**src/rtl/timer_pkg.sv**
```systemverilog
package timer_pkg;
  localparam int DATA_W    = 32;
  localparam int IDX_W     = 5;
  localparam int NUM_REGS  = 17;
  localparam int CTRL_IDX  = 2;
  localparam int BUF_IDX   = 15;
  localparam int OBS_IDX   = 16;
  localparam int START_BIT = 20;
  localparam int MANUAL_BIT = 21;
  localparam int AUTO_BIT  = 22;

  typedef struct packed {
    logic copyReload;   // buffer -> reload value
    logic loadCount;    // reload value -> count, begin run
    logic decrement;    // count - 1
    logic reloadCount;  // expiry with auto-reload
    logic expire;       // expiry pulse source
  } ctlStrobes_t;
endpackage

```
**src/rtl/timer_ctrl.sv**
```systemverilog
module timer_ctrl
  import timer_pkg::*;
(
  input  logic              clk,
  input  logic              rstN,
  input  logic              wrEn,
  input  logic [IDX_W-1:0]  wrIdx,
  input  logic              ctrlStart,
  input  logic              ctrlManual,
  input  logic              autoReload,
  input  logic              tickEn,
  input  logic              countZero,
  output ctlStrobes_t       strobes
);
  logic running;
  logic ctrlWr;
  logic active;

  always_comb begin
    ctrlWr              = wrEn && (wrIdx == IDX_W'(CTRL_IDX));
    active              = running && tickEn && !ctrlWr;
    strobes.copyReload  = ctrlWr && ctrlManual;
    strobes.loadCount   = ctrlWr && !ctrlManual && ctrlStart;
    strobes.expire      = active && countZero;
    strobes.decrement   = active && !countZero;
    strobes.reloadCount = active && countZero && autoReload;
  end

  always_ff @(posedge clk) begin
    if (!rstN) begin
      running <= 1'b0;
    end else if (strobes.loadCount) begin
      running <= 1'b1;
    end else if (ctrlWr && !ctrlStart) begin
      running <= 1'b0;
    end else if (strobes.expire && !autoReload) begin
      running <= 1'b0;
    end
  end
endmodule

```
**src/rtl/timer_datapath.sv**
```systemverilog
module timer_datapath
  import timer_pkg::*;
#(
  parameter int CNT_W = 16
) (
  input  logic              clk,
  input  logic              rstN,
  input  logic              wrEn,
  input  logic [IDX_W-1:0]  idx,
  input  logic [DATA_W-1:0] wrData,
  input  ctlStrobes_t       strobes,
  output logic [DATA_W-1:0] rdData,
  output logic [DATA_W-1:0] ctrlWord,
  output logic [CNT_W-1:0]  countVal,
  output logic [CNT_W-1:0]  reloadVal,
  output logic [CNT_W-1:0]  bufLow,
  output logic              countZero,
  output logic              irq
);
  logic [DATA_W-1:0] regs [NUM_REGS];

  for (genvar g = 0; g < NUM_REGS; g++) begin : gRegs
    if (g == OBS_IDX) begin : gObs
      assign regs[g] = DATA_W'(countVal);
    end else begin : gStore
      always_ff @(posedge clk) begin
        if (!rstN) regs[g] <= '0;
        else if (wrEn && idx == IDX_W'(g)) regs[g] <= wrData;
      end
    end
  end

  assign ctrlWord  = regs[CTRL_IDX];
  assign bufLow    = regs[BUF_IDX][CNT_W-1:0];
  assign countZero = (countVal == '0);

  always_comb begin
    if (int'(idx) < NUM_REGS) rdData = regs[idx];
    else                      rdData = '0;
  end

  always_ff @(posedge clk) begin
    if (!rstN) begin
      reloadVal <= '0;
      countVal  <= '0;
      irq       <= 1'b0;
    end else begin
      irq <= strobes.expire;
      if (strobes.copyReload) reloadVal <= bufLow;
      if (strobes.loadCount || strobes.reloadCount) countVal <= reloadVal;
      else if (strobes.decrement)                  countVal <= countVal - 1'b1;
    end
  end
endmodule

```
**src/rtl/reload_timer.sv**
```systemverilog
module reload_timer
  import timer_pkg::*;
#(
  parameter int ADDR_W = 7,
  parameter int CNT_W  = 16
) (
  input  logic              clk,
  input  logic              rstN,
  input  logic              wrEn,
  input  logic [ADDR_W-1:0] addr,
  input  logic [31:0]       wrData,
  output logic [31:0]       rdData,
  input  logic              tickEn,
  output logic              irq
);
  localparam int IDX_LSB = 2;

  logic [IDX_W-1:0]  wrIdx;
  logic [DATA_W-1:0] ctrlWord;
  logic [CNT_W-1:0]  countVal;
  logic [CNT_W-1:0]  reloadVal;
  logic [CNT_W-1:0]  bufLow;
  logic              countZero;
  ctlStrobes_t       strobes;

  assign wrIdx = addr[IDX_LSB +: IDX_W];

  timer_ctrl uCtrl (
    .clk        (clk),
    .rstN       (rstN),
    .wrEn       (wrEn),
    .wrIdx      (wrIdx),
    .ctrlStart  (wrData[START_BIT]),
    .ctrlManual (wrData[MANUAL_BIT]),
    .autoReload (ctrlWord[AUTO_BIT]),
    .tickEn     (tickEn),
    .countZero  (countZero),
    .strobes    (strobes)
  );

  timer_datapath #(.CNT_W(CNT_W)) uData (
    .clk       (clk),
    .rstN      (rstN),
    .wrEn      (wrEn),
    .idx       (wrIdx),
    .wrData    (wrData),
    .strobes   (strobes),
    .rdData    (rdData),
    .ctrlWord  (ctrlWord),
    .countVal  (countVal),
    .reloadVal (reloadVal),
    .bufLow    (bufLow),
    .countZero (countZero),
    .irq       (irq)
  );
endmodule

```
**config.mk**
```make
export PLATFORM = sky130hd
export DESIGN_NAME = reload_timer
export DESIGN_NICKNAME = d
export VERILOG_FILES = /design/src/rtl/timer_pkg.sv /design/src/rtl/timer_ctrl.sv /design/src/rtl/timer_datapath.sv /design/src/rtl/reload_timer.sv
export SDC_FILE = /design/constraint.sdc
export NUM_CORES = 1
export LEC_CHECK = 0
export BUFFER_PORTS_ARGS = -buffer_cell sky130_fd_sc_hd__buf_2
export CAP_MARGIN = 20
export CORE_UTILIZATION = 55
export CTS_BUF_LIST = sky130_fd_sc_hd__clkbuf_16
export DETAILED_ROUTE_END_ITERATION = 10
export GPL_TIMING_DRIVEN = 1
export PLACE_DENSITY = 0.75
export SETUP_SLACK_MARGIN = 0.02
export SYNTH_ARGS = -nofsm -noshare
export SYNTH_HDL_FRONTEND = slang
export SYNTH_SLANG_ARGS = --single-unit
```
**constraint.sdc**
```tcl
create_clock -name clk -period 2.4 [get_ports clk]
set_input_delay 0 -clock clk [delete_from_list [all_inputs] [get_ports clk]]
set_output_delay 0 -clock clk [all_outputs]
set_load 0.03 [all_outputs]
```
== Yosys cells after proc, flatten, opt, wreduce, memory -nomap -nowiden ==
Index checks and enable logic that the tools add are counted.

* Flip-flop bits (word level): 546
* Output and inout port bits: 33
* Logic and storage cells: 84

* Add/sub/neg operators: 1
* Magnitude comparators: 2
* Eq/ne operators: 15
* Muxes and demuxes: 9
* Bitwise logic cells: 1
* Reduce and logical (&&, ||, !) cells: 36

{| class="wikitable"
|+ Operator list
! operator !! number
|-
| $bmux W32 S5 || 1
|-
| $mux W32 || 3
|-
| $eq A5 B4 Y1 const B || 8
|-
| $mux W16 || 2
|-
| $logic_and A1 B1 Y1 || 26
|-
| $eq A5 B3 Y1 const B || 4
|-
| $logic_not A16 Y1 || 1
|-
| $sub A16 B1 Y16 const B || 1
|-
| $eq A5 B2 Y1 const B || 2
|-
| $ge A6 B6 Y1 const B || 1
|-
| $not A5 Y6 || 1
|-
| $eq A5 B1 Y1 const B || 1
|-
| $logic_not A1 Y1 || 5
|-
| $logic_not A5 Y1 || 1
|-
| $lt A5 B5 Y1 const B || 1
|-
| $mux W1 || 3
|-
| $reduce_bool A3 Y1 || 1
|-
| $reduce_bool A2 Y1 || 1
|-
| $logic_or A1 B1 Y1 || 1
|}

== Depth between registers and ports, before layout ==
Gate-level depths: netlist of run 1.

* Word-level depth: 9
* Gate-level depth with buffers: 9

== By module ==
From an unflattened synthesis of run 1, not the netlist that was laid out.

* Cells, all modules: 2988
* Area, all modules: 23915.4 sq um

{| class="wikitable"
|+ By module, submodules not included
! module !! times used !! cells an instance !! area each (sq um) !! seq. area each (sq um)
|-
| timer_datapath || 1 || 2971 || 23762.8 || 10910.5
|-
| timer_ctrl || 1 || 17 || 152.6 || 20.0
|}

== Worst setup path after synthesis of run 1 ==
No wires, ideal clock.

* Path type: register -> register
* Start: reg uData.countVal[0] (netlist name)
* End: reg uData.countVal[8] (netlist name)
* Setup time: 70 ps
* Data arrival time: 1797 ps
* Data required time: 2330 ps
* Path slack: 534 ps
* Stages on the path, launching flop included: 9
* Path buffers: 1
* Period minus slack after synthesis: 1866 ps
* Cell sequence: dfxtp_1 > inv_1 > ha_1 > nor4b_2 > nand4_2 > o31ai_4 > buf_6 > a32oi_1 > a21oi_1

* Word-level cells in the longest chain between the ends: 5

{| class="wikitable"
|+ Ends and longest elaborated chain
! item
|-
| parallel branches: the longest is 5 deep, another holds $sub A16 B1 Y16
|}

Several ways; the timed one is not identified. The select of a mux whose other input is x is not followed.
A chain may end at the register's enable or synchronous reset.

== Worst setup path in the final report of run 1 ==
* Start: reg uData.regs[192] (netlist bit)
* End: out rdData[0]

* Word-level cells in the longest chain between the ends: 4

{| class="wikitable"
|+ Ends and longest elaborated chain
! item !! RTL line !! RTL
|-
| start: declaration || timer_datapath.sv:20 || <nowiki>logic [DATA_W-1:0] regs [NUM_REGS];</nowiki>
|-
| start signal: indexed assignment || timer_datapath.sv:28 || <nowiki>else if (wrEn && idx == IDX_W'(g)) regs[g] <= wrData;</nowiki>
|-
| $bmux W32 S5 || timer_datapath.sv:38 || <nowiki>if (int'(idx) < NUM_REGS) rdData = regs[idx];</nowiki>
|-
| $mux W32 (not written as such) (2 in series) || timer_datapath.sv:38 ||
|-
| $mux W32 || timer_datapath.sv:38 ||
|-
| end: declaration || reload_timer.sv:12 || <nowiki>output logic [31:0] rdData,</nowiki>
|}

Every way passes these cells. The select of a mux whose other input is x is not followed.

==> results of run 1 <==
## worst max path at each step
stage                                    end  slack, ps  depth (start not counted)
final                              rdData[0]         30                          6
after global routing               rdData[3]         50                          6
after CTS                          rdData[2]         40                          6
after detailed placement  uData.countVal[11]        290                          8
after global placement             rdData[6]        330                          8
after floorplan            uData.countVal[8]        530                          8
## where the power goes
group | switching, mW | total, mW | leakage (nW) | internal (mW)
registers | 0.0318 | 9.16 | 4.40 | 9.13
logic | 0.685 | 1.03 | 3.80 | 0.343
clock network | 3.53 | 7.97 | 0.869 | 4.44
## worst reg2reg max path: stages (launching register included)
cell	delay (ps)
dfxtp_1	380
inv_1	120
ha_1	200
nor4b_2	170
and4_1	240
nor2_1	570
a32oi_1	230
a21oi_1	170
## registers in the layout, summed over array words and instances (netlist names)
signal and flops:
uCtrl.running 1, uData.regs 464, uData.bufLow 16, uData.countVal 16
uData.irq 1, uData.reloadVal 16, uData.ctrlWord 32
## cells in the mapped netlist, types with 2 or more instances
master     count
a31oi_1        4
nor3_1         4
nand2_1     1048
clkbuf_1     211
or2_2          3
buf_6          5
o21a_1         2
nand3_1       15
o211ai_1       3
mux2i_1       48
mux4_2       144
nor2_1        59
buf_2         43
o21ai_0       17
inv_1          7
nor2_2         2
buf_1          9
dfxtp_1      546
a211oi_1       2
nor2b_1       19
a21oi_1      540
nand4_1        4
or3_1          4
ha_1           2
a2bb2oi_1      6
a32oi_1        4
buf_4          3
and3_1         4
nand2b_1       3
## per-stage QoR
stage	area (sq um)	setup slack [ps]
3_3_place_gp	24600	331.6
6_report	26610	26.61
2_1_floorplan	23600	533.7
3_5_place_dp	24600	285.1
4_1_cts	26590	36.32
5_1_grt	26600	47.19
## per-layer routing
layer	global-route usage	vias up	part of all wire
met5	0	-	0
li1	-	9367	-
met4	0.1638	0	0.046
met1	0.4216	10010	0.38
met3	0.05260	238	0.093
met2	0.5499	1105	0.48
## cell usage in the layout, fill, tap and decap left out, drive strengths merged, types with 2 or more instances in the layout
master,synthesis,routed
bufinv,0,3
o21ai,17,17
o211ai,3,3
a2bb2oi,6,6
nand3,15,15
clkbuf,212,55
buf,60,179
ha,2,2
clkinv,0,16
nor3,5,5
or4,2,2
nor4b,2,2
nor2,61,61
nand2,1049,1049
diode,0,3
nor2b,19,19
or3,4,4
or2,3,3
o31ai,2,2
mux2i,48,48
mux4,144,144
nor4,3,3
a31oi,4,4
and3,4,4
a21oi,541,541
inv,7,26
nand4,5,5
dlygate4sd3,0,35
a32oi,4,4
o21a,2,2
dfxtp,546,546
a211oi,2,2
nand2b,3,3
## timing repair
item	4_1_cts	5_1_grt
hold endpoints to repair	516	0
pin swaps	0	0
endpoints found under the setup margin	1	2
hold buffers	35	0
resized for setup	1	2
## logic make-up (layout without fill, tap and decap cells)
logic type      Yosys count  count (layout)  share of synthesized area
other cells               0               3                          0
mux                     193             193                     0.1583
fa+ha+maj                 2               2                   0.001060
compound gates          588             588                     0.1295
xor+xnor                  1               1                  0.0003712
flops                   546             546                     0.4632
buf+inv                 279             314                    0.04915
simple gates           1183            1183                     0.1985
## area by class of cell
class                      count  area share
timing repair buffer         214     0.06631
tap                          539     0.02535
multi-input combinational   1967      0.4347
sequential                   546      0.4108
clock buffer                  55     0.05173
inverter                       7    0.001270
clock inverter                38    0.009499
antenna                        3   0.0002822
==> summary.txt, run 1 <==
Yosys
  • Sequential-to-total area share from yosys stat: 0.4632
  • Synth Net Count: between 2k and 3k
  • Top cell type's share of synthesized area: 0.4632
  • Cell variety after synth: 60
  • Ys Warns: 0
  • Main area contributors after synthesis: dfxtp_1, nand2_1, mux4_2
  • Largest area contributor in the netlist: dfxtp_1
  • Main synth FF type: dfxtp_1
  • Cell count after synthesis: ~2.8k
  • Synth Cell Area: roughly 24,000 sq um
  • Asr flop ratio synth: 0
  • Number of flops mapped to enable cells by yosys: 0
  • FF+latch count, synth: ~550
  • Syn_area_per_cell: roughly 8.5 sq um

Finish
  • Finished Core Util: 0.6315
  • Layout cell share with drive strength beyond 1: 0.1510
  • Area growth syn-to-layout: 12.75%
  • Final nets: 2,835
  • Seq. cell area: between 10,000 and 15,000 sq um
  • Fill cell count: 3,470
  • Multi-input gate area: 11,570 sq um
  • Fin cells: 3,369

Run
  • Max Cap Viol: 0

Timing
  • Setup TNS Final: 0 ps
  • Final worst-path cycle share: 0.9889
  • Hold slack: 89.82 ps
  • Worst Max-Slew Pin Slew: 852.6 ps
  • Minimum clock period: around 2400 ps
  • Final Skew: 14.15 ps
  • Final Max Tran Viols: 0
  • RSZ-0062 raised after global routing: false
  • Slew HR: 0.4316
  • Max Freq: 421.3 MHz
  • # setup viols final: 0
  • Final Hold Viols: 0

Routing
  • Post-Route WL: 71,850 um
  • Vias per cell: 6.151
  • DRC viols: 0
  • DR pass1 iterations: 6
  • Final antenna-violating net count: 0
  • Routed len/inst: 21.33 um
  • Starting DRT DRC Count: 2,198
  • Vias: 20.72k

Worst setup path
  • Type of origin of the critical path: flop
  • Crit Reg-Reg Startpoint: uData.countVal[0]
  • Worst path slowest cell: mux4_2
  • CP Cell Sequence: mux4_2 -> mux2i_1 -> nor2_1 -> a21oi_1 -> o21ai_0 -> buf_2
  • Crit path from: uData.regs[192]
  • Crit Path Class: reg2out
  • Worst path bufs/invs: 1
  • Req. time, crit path: 2400 ps
  • Delay-heaviest family, CP: multiplexers
  • Critical path data arrival time: 2370 ps
  • R2R cell count: 7
  • CP Capture Type: output pin
  • Crit path max fanout: 2
  • R2R setup slack: 250 ps
  • Slowest Stage Delay on Critical Path: 460 ps
  • Reg2Reg Capture Point: uData.countVal[8]

Worst hold path
  • Hold Path Sink: uData.regs[345]
  • Hold Crit Start: wrEn
  • HP Class: in2reg
  • Hold Crit Depth: 6

Global routing
  • GRT overflow: 0
  • Antenna violations before repair: 4
  • Vias in the first global route: 20.21k
  • Total global-route track usage: 0.3315
  • Largest net degree at the start of global routing: 121
  • First-pass GRT wire length: 112,700 um

Die
  • # IOs: 76
  • Die area: ~44,000 sq um
  • Row cnt: between 70 and 80
  • Horiz. Die Dim: 209.1 um
  • Effective utilization at floorplan: 0.5601
  • DIE HEIGHT: 209.1 um
  • Core area: around 42,000 sq um

Place
  • Placer Congestion: around 0.90
  • IO Port Bufs: 73
  • Detail Placement HPWL: approximately 45,000 um
  • # placed instances: 3,238

Clocking
  • Clock transition at the registers of the reported paths: 60 ps
  • # Post-CTS Setup Buffers: 0
  • H-tree depth: 2
  • Clock latency on the worst-skew pair: 610 ps
  • CTS sink cnt: 546
  • CTS buffer count: 54
  • Max clock buf depth: 3
  • CTS root buf: clkbuf_16
  • CTS tree: built

Pwr
  • Leak Pwr: roughly 9.1 nW
  • Design Power: 18.16 mW
  • PwrDens: 682.4 nW/um^2
  • Worst vdd ir: ~0.6 mV

Outcome
  • Status: finished, final reports clean
(Power assumes the default switching activity.)
==> run 2, diff against run 1 <==
--- a/config.mk
+++ b/config.mk
@@ -11,6 +11,7 @@
 export CTS_BUF_LIST = sky130_fd_sc_hd__clkbuf_16
 export DETAILED_ROUTE_END_ITERATION = 10
 export GPL_TIMING_DRIVEN = 1
+export MAX_ROUTING_LAYER = met4
 export PLACE_DENSITY = 0.75
 export SETUP_SLACK_MARGIN = 0.02
 export SYNTH_ARGS = -nofsm -noshare
==> summary.txt, run 2 (same netlist as run 1, synthesis figures left out) <==
Timing
  • Minimum clock period: 2359 ps (-14.60 ps)
  • Final Max Tran Viols: 0 (unchanged)
  • Max Freq: 423.9 MHz (+0.62%)
  • Worst Max-Slew Pin Slew: 754.6 ps (-98.02 ps)
  • Final worst-path cycle share: 0.9828 (-0.006081)
  • Final Skew: 15.07 ps (+0.9230 ps)
  • RSZ-0062 raised after global routing: true
  • # setup viols final: 0 (unchanged)
  • Final Hold Viols: 0 (unchanged)
  • Slew HR: 0.4969 (+0.06535)
  • Hold slack: 133.7 ps (+43.87 ps)

Finish
  • Area growth syn-to-layout: 13.00%
  • Finished Core Util: 0.6329 (+0.001426)
  • Most flops, register: uData.regs
  • Fill cell count: 3,468 (-0.058%)
  • Commonest non-fill, non-tap cell in the layout: nand2_1
  • Layout cell share with drive strength beyond 1: 0.1524 (+0.001391)
  • Fin cells: 3,376 (+0.21%)
  • Final nets: 2,834 (-0.035%)
  • Max reg flops: 464 (unchanged)
  • Most frequent cells in the layout: nand2_1, dfxtp_1, a21oi_1

Worst setup path
  • Delay-heaviest family, CP: multiplexers
  • R2R cell count: 8 (+1)
  • Critical path data arrival time: 2360 ps (about the same)
  • Slowest Stage Delay on Critical Path: 460 ps (about the same)
  • Worst path bufs/invs: 1 (unchanged)
  • Crit path max fanout: 2 (unchanged)
  • R2R setup slack: 140 ps (-110 ps)
  • CP Cell Sequence: mux4_2 -> mux2i_1 -> nor2_1 -> a21oi_1 -> o21ai_0 -> buf_2
  • Critical path endpoint: rdData[3]
  • Crit path from: uData.regs[163]
  • Worst path slowest cell: mux4_2
  • Crit Reg-Reg Startpoint: uData.countVal[0]
  • Crit Path Class: reg2out
  • Req. time, crit path: 2400 ps (about the same)
  • CP Capture Type: output pin
  • Type of origin of the critical path: flop
  • Reg2Reg Capture Point: uCtrl.running
  • Crit. path cell count: 6 (unchanged)

Die
  • DIE HEIGHT: 209.1 um (unchanged)
  • Horiz. Die Dim: 209.1 um (unchanged)
  • # IOs: 76 (unchanged)
  • Die area: 43,740 sq um (unchanged)
  • Core area: 42,130 sq um (unchanged)
  • Row cnt: 75 (unchanged)
  • Effective utilization at floorplan: 0.5601 (unchanged)

Pwr
  • Design Power: 18.47 mW (+1.7%)
  • Leak Pwr: 9.063 nW (about the same)
  • Int Pwr: 14.06 mW (+1.1%)
  • Clk network pwr share: 0.449 (+0.010)
  • PwrDens: 692.5 nW/um^2 (+1.5%)
  • Sequential share of power: 0.496 (-0.008)
  • Switching share of total power: 0.2386 (+0.004553)
  • Combinational share of power: 0.055 (-0.002)
  • P_sw: 4.406 mW (+3.7%)
  • Worst vdd ir: 0.6238 mV (+3.1%)

Clocking
  • H-tree depth: 2 (unchanged)
  • CTS tree: built
  • Clock transition at the registers of the reported paths: 60 ps (about the same)
  • CTS root buf: clkbuf_16
  • CTS buffer count: 55 (+1.9%)
  • Clock latency on the worst-skew pair: 630 ps (+20 ps)
  • # Post-CTS Setup Buffers: 0 (unchanged)
  • CTS sink cnt: 546 (unchanged)
  • Max clock buf depth: 3 (unchanged)

Global routing
  • Largest net degree at the start of global routing: 107 (-12%)
  • First-pass GRT wire length: 113,700 um (+0.89%)
  • GRT overflow: 0 (unchanged)
  • Antenna violations before repair: 3 (-1)
  • Total global-route track usage: 0.3449 (+0.01337)
  • Vias in the first global route: 20.22k (+0.054%)

Routing
  • Vias per cell: 6.144 (-0.12%)
  • Starting DRT DRC Count: 2,427 (+10%)
  • Post-Route WL: 72,660 um (+1.1%)
  • DR pass1 iterations: 6 (unchanged)
  • Final antenna-violating net count: 0 (unchanged)
  • Vias: 20.74k (+0.092%)
  • Routed len/inst: 21.52 um (+0.91%)
  • DRC viols: 0 (unchanged)

Worst hold path
  • HP Class: in2reg

Outcome
  • Status: finished, final reports clean

Place
  • Detail Placement HPWL: 44,400 um (-0.45%)
  • IO Port Bufs: 73 (unchanged)
  • Placer Congestion: 0.9109 (+0.71%)
  • # placed instances: 3,235 (-0.093%)

Run
  • Max Cap Viol: 0 (unchanged)
## run 2: repair_timing
item,4_1_cts,5_1_grt
gates resized for setup,0,8
hold endpoints to repair,516,0
hold buffers,36,0
setup endpoints to repair,0,6
## run 2: how the worst min path moves through the flow
stage                          start         endpoint  slack, ps  cells after the start
final                        addr[2]  uData.regs[525]        130                      6
after detailed placement  wrData[31]  uData.regs[191]        390                      3
after global placement    wrData[25]  uData.regs[185]        380                      3
after CTS                    addr[2]  uData.regs[525]        110                      6
after global routing         addr[2]  uData.regs[525]        180                      6
after floorplan               tickEn    uCtrl.running        260                      2
## run 2: through the flow
step	area (sq um)	worst slack, ps	setup TNS (ps)
after detailed placement	24540	320.4	0
after floorplan	23600	533.7	0
final	26670	41.20	0
after global placement	24540	318.3	0
after global routing	26670	-20.97	-20.97
after CTS	26620	31.47	0
## run 2: final cells by class
class,instances,area (sq um),area share
multi-input combinational,1967,11590,0.4345
sequential,546,10930,0.4099
timing repair buffer,212,1714,0.06428
clock buffer,55,1376,0.05161
tap,539,674.4,0.02529
clock inverter,47,342.8,0.01286
inverter,7,33.78,0.001267
antenna,3,7.507,0.0002815
## run 2: routing by layer
metal,wire length [um],track usage
met5,0,-
met4,3279,0.1752
met3,6989,0.05320
met2,34800,0.5433
met1,27590,0.4319
## run 2: power groups by stage
stage                     Sequential, mW  Combinational, mW  Clock, mW
after floorplan                     9.35              0.659          0
after CTS                           9.16               1.01       8.35
after global placement              9.35              0.934          0
after detailed placement            9.36              0.953          0
after global routing                9.16               1.08       8.73
final                               9.16               1.02       8.29
## run 2: worst min-delay path, delay by kind of cell
kind,cells,cell delay [ps]
simple gates,4,470
buf+inv,1,190
compound gates,1,50
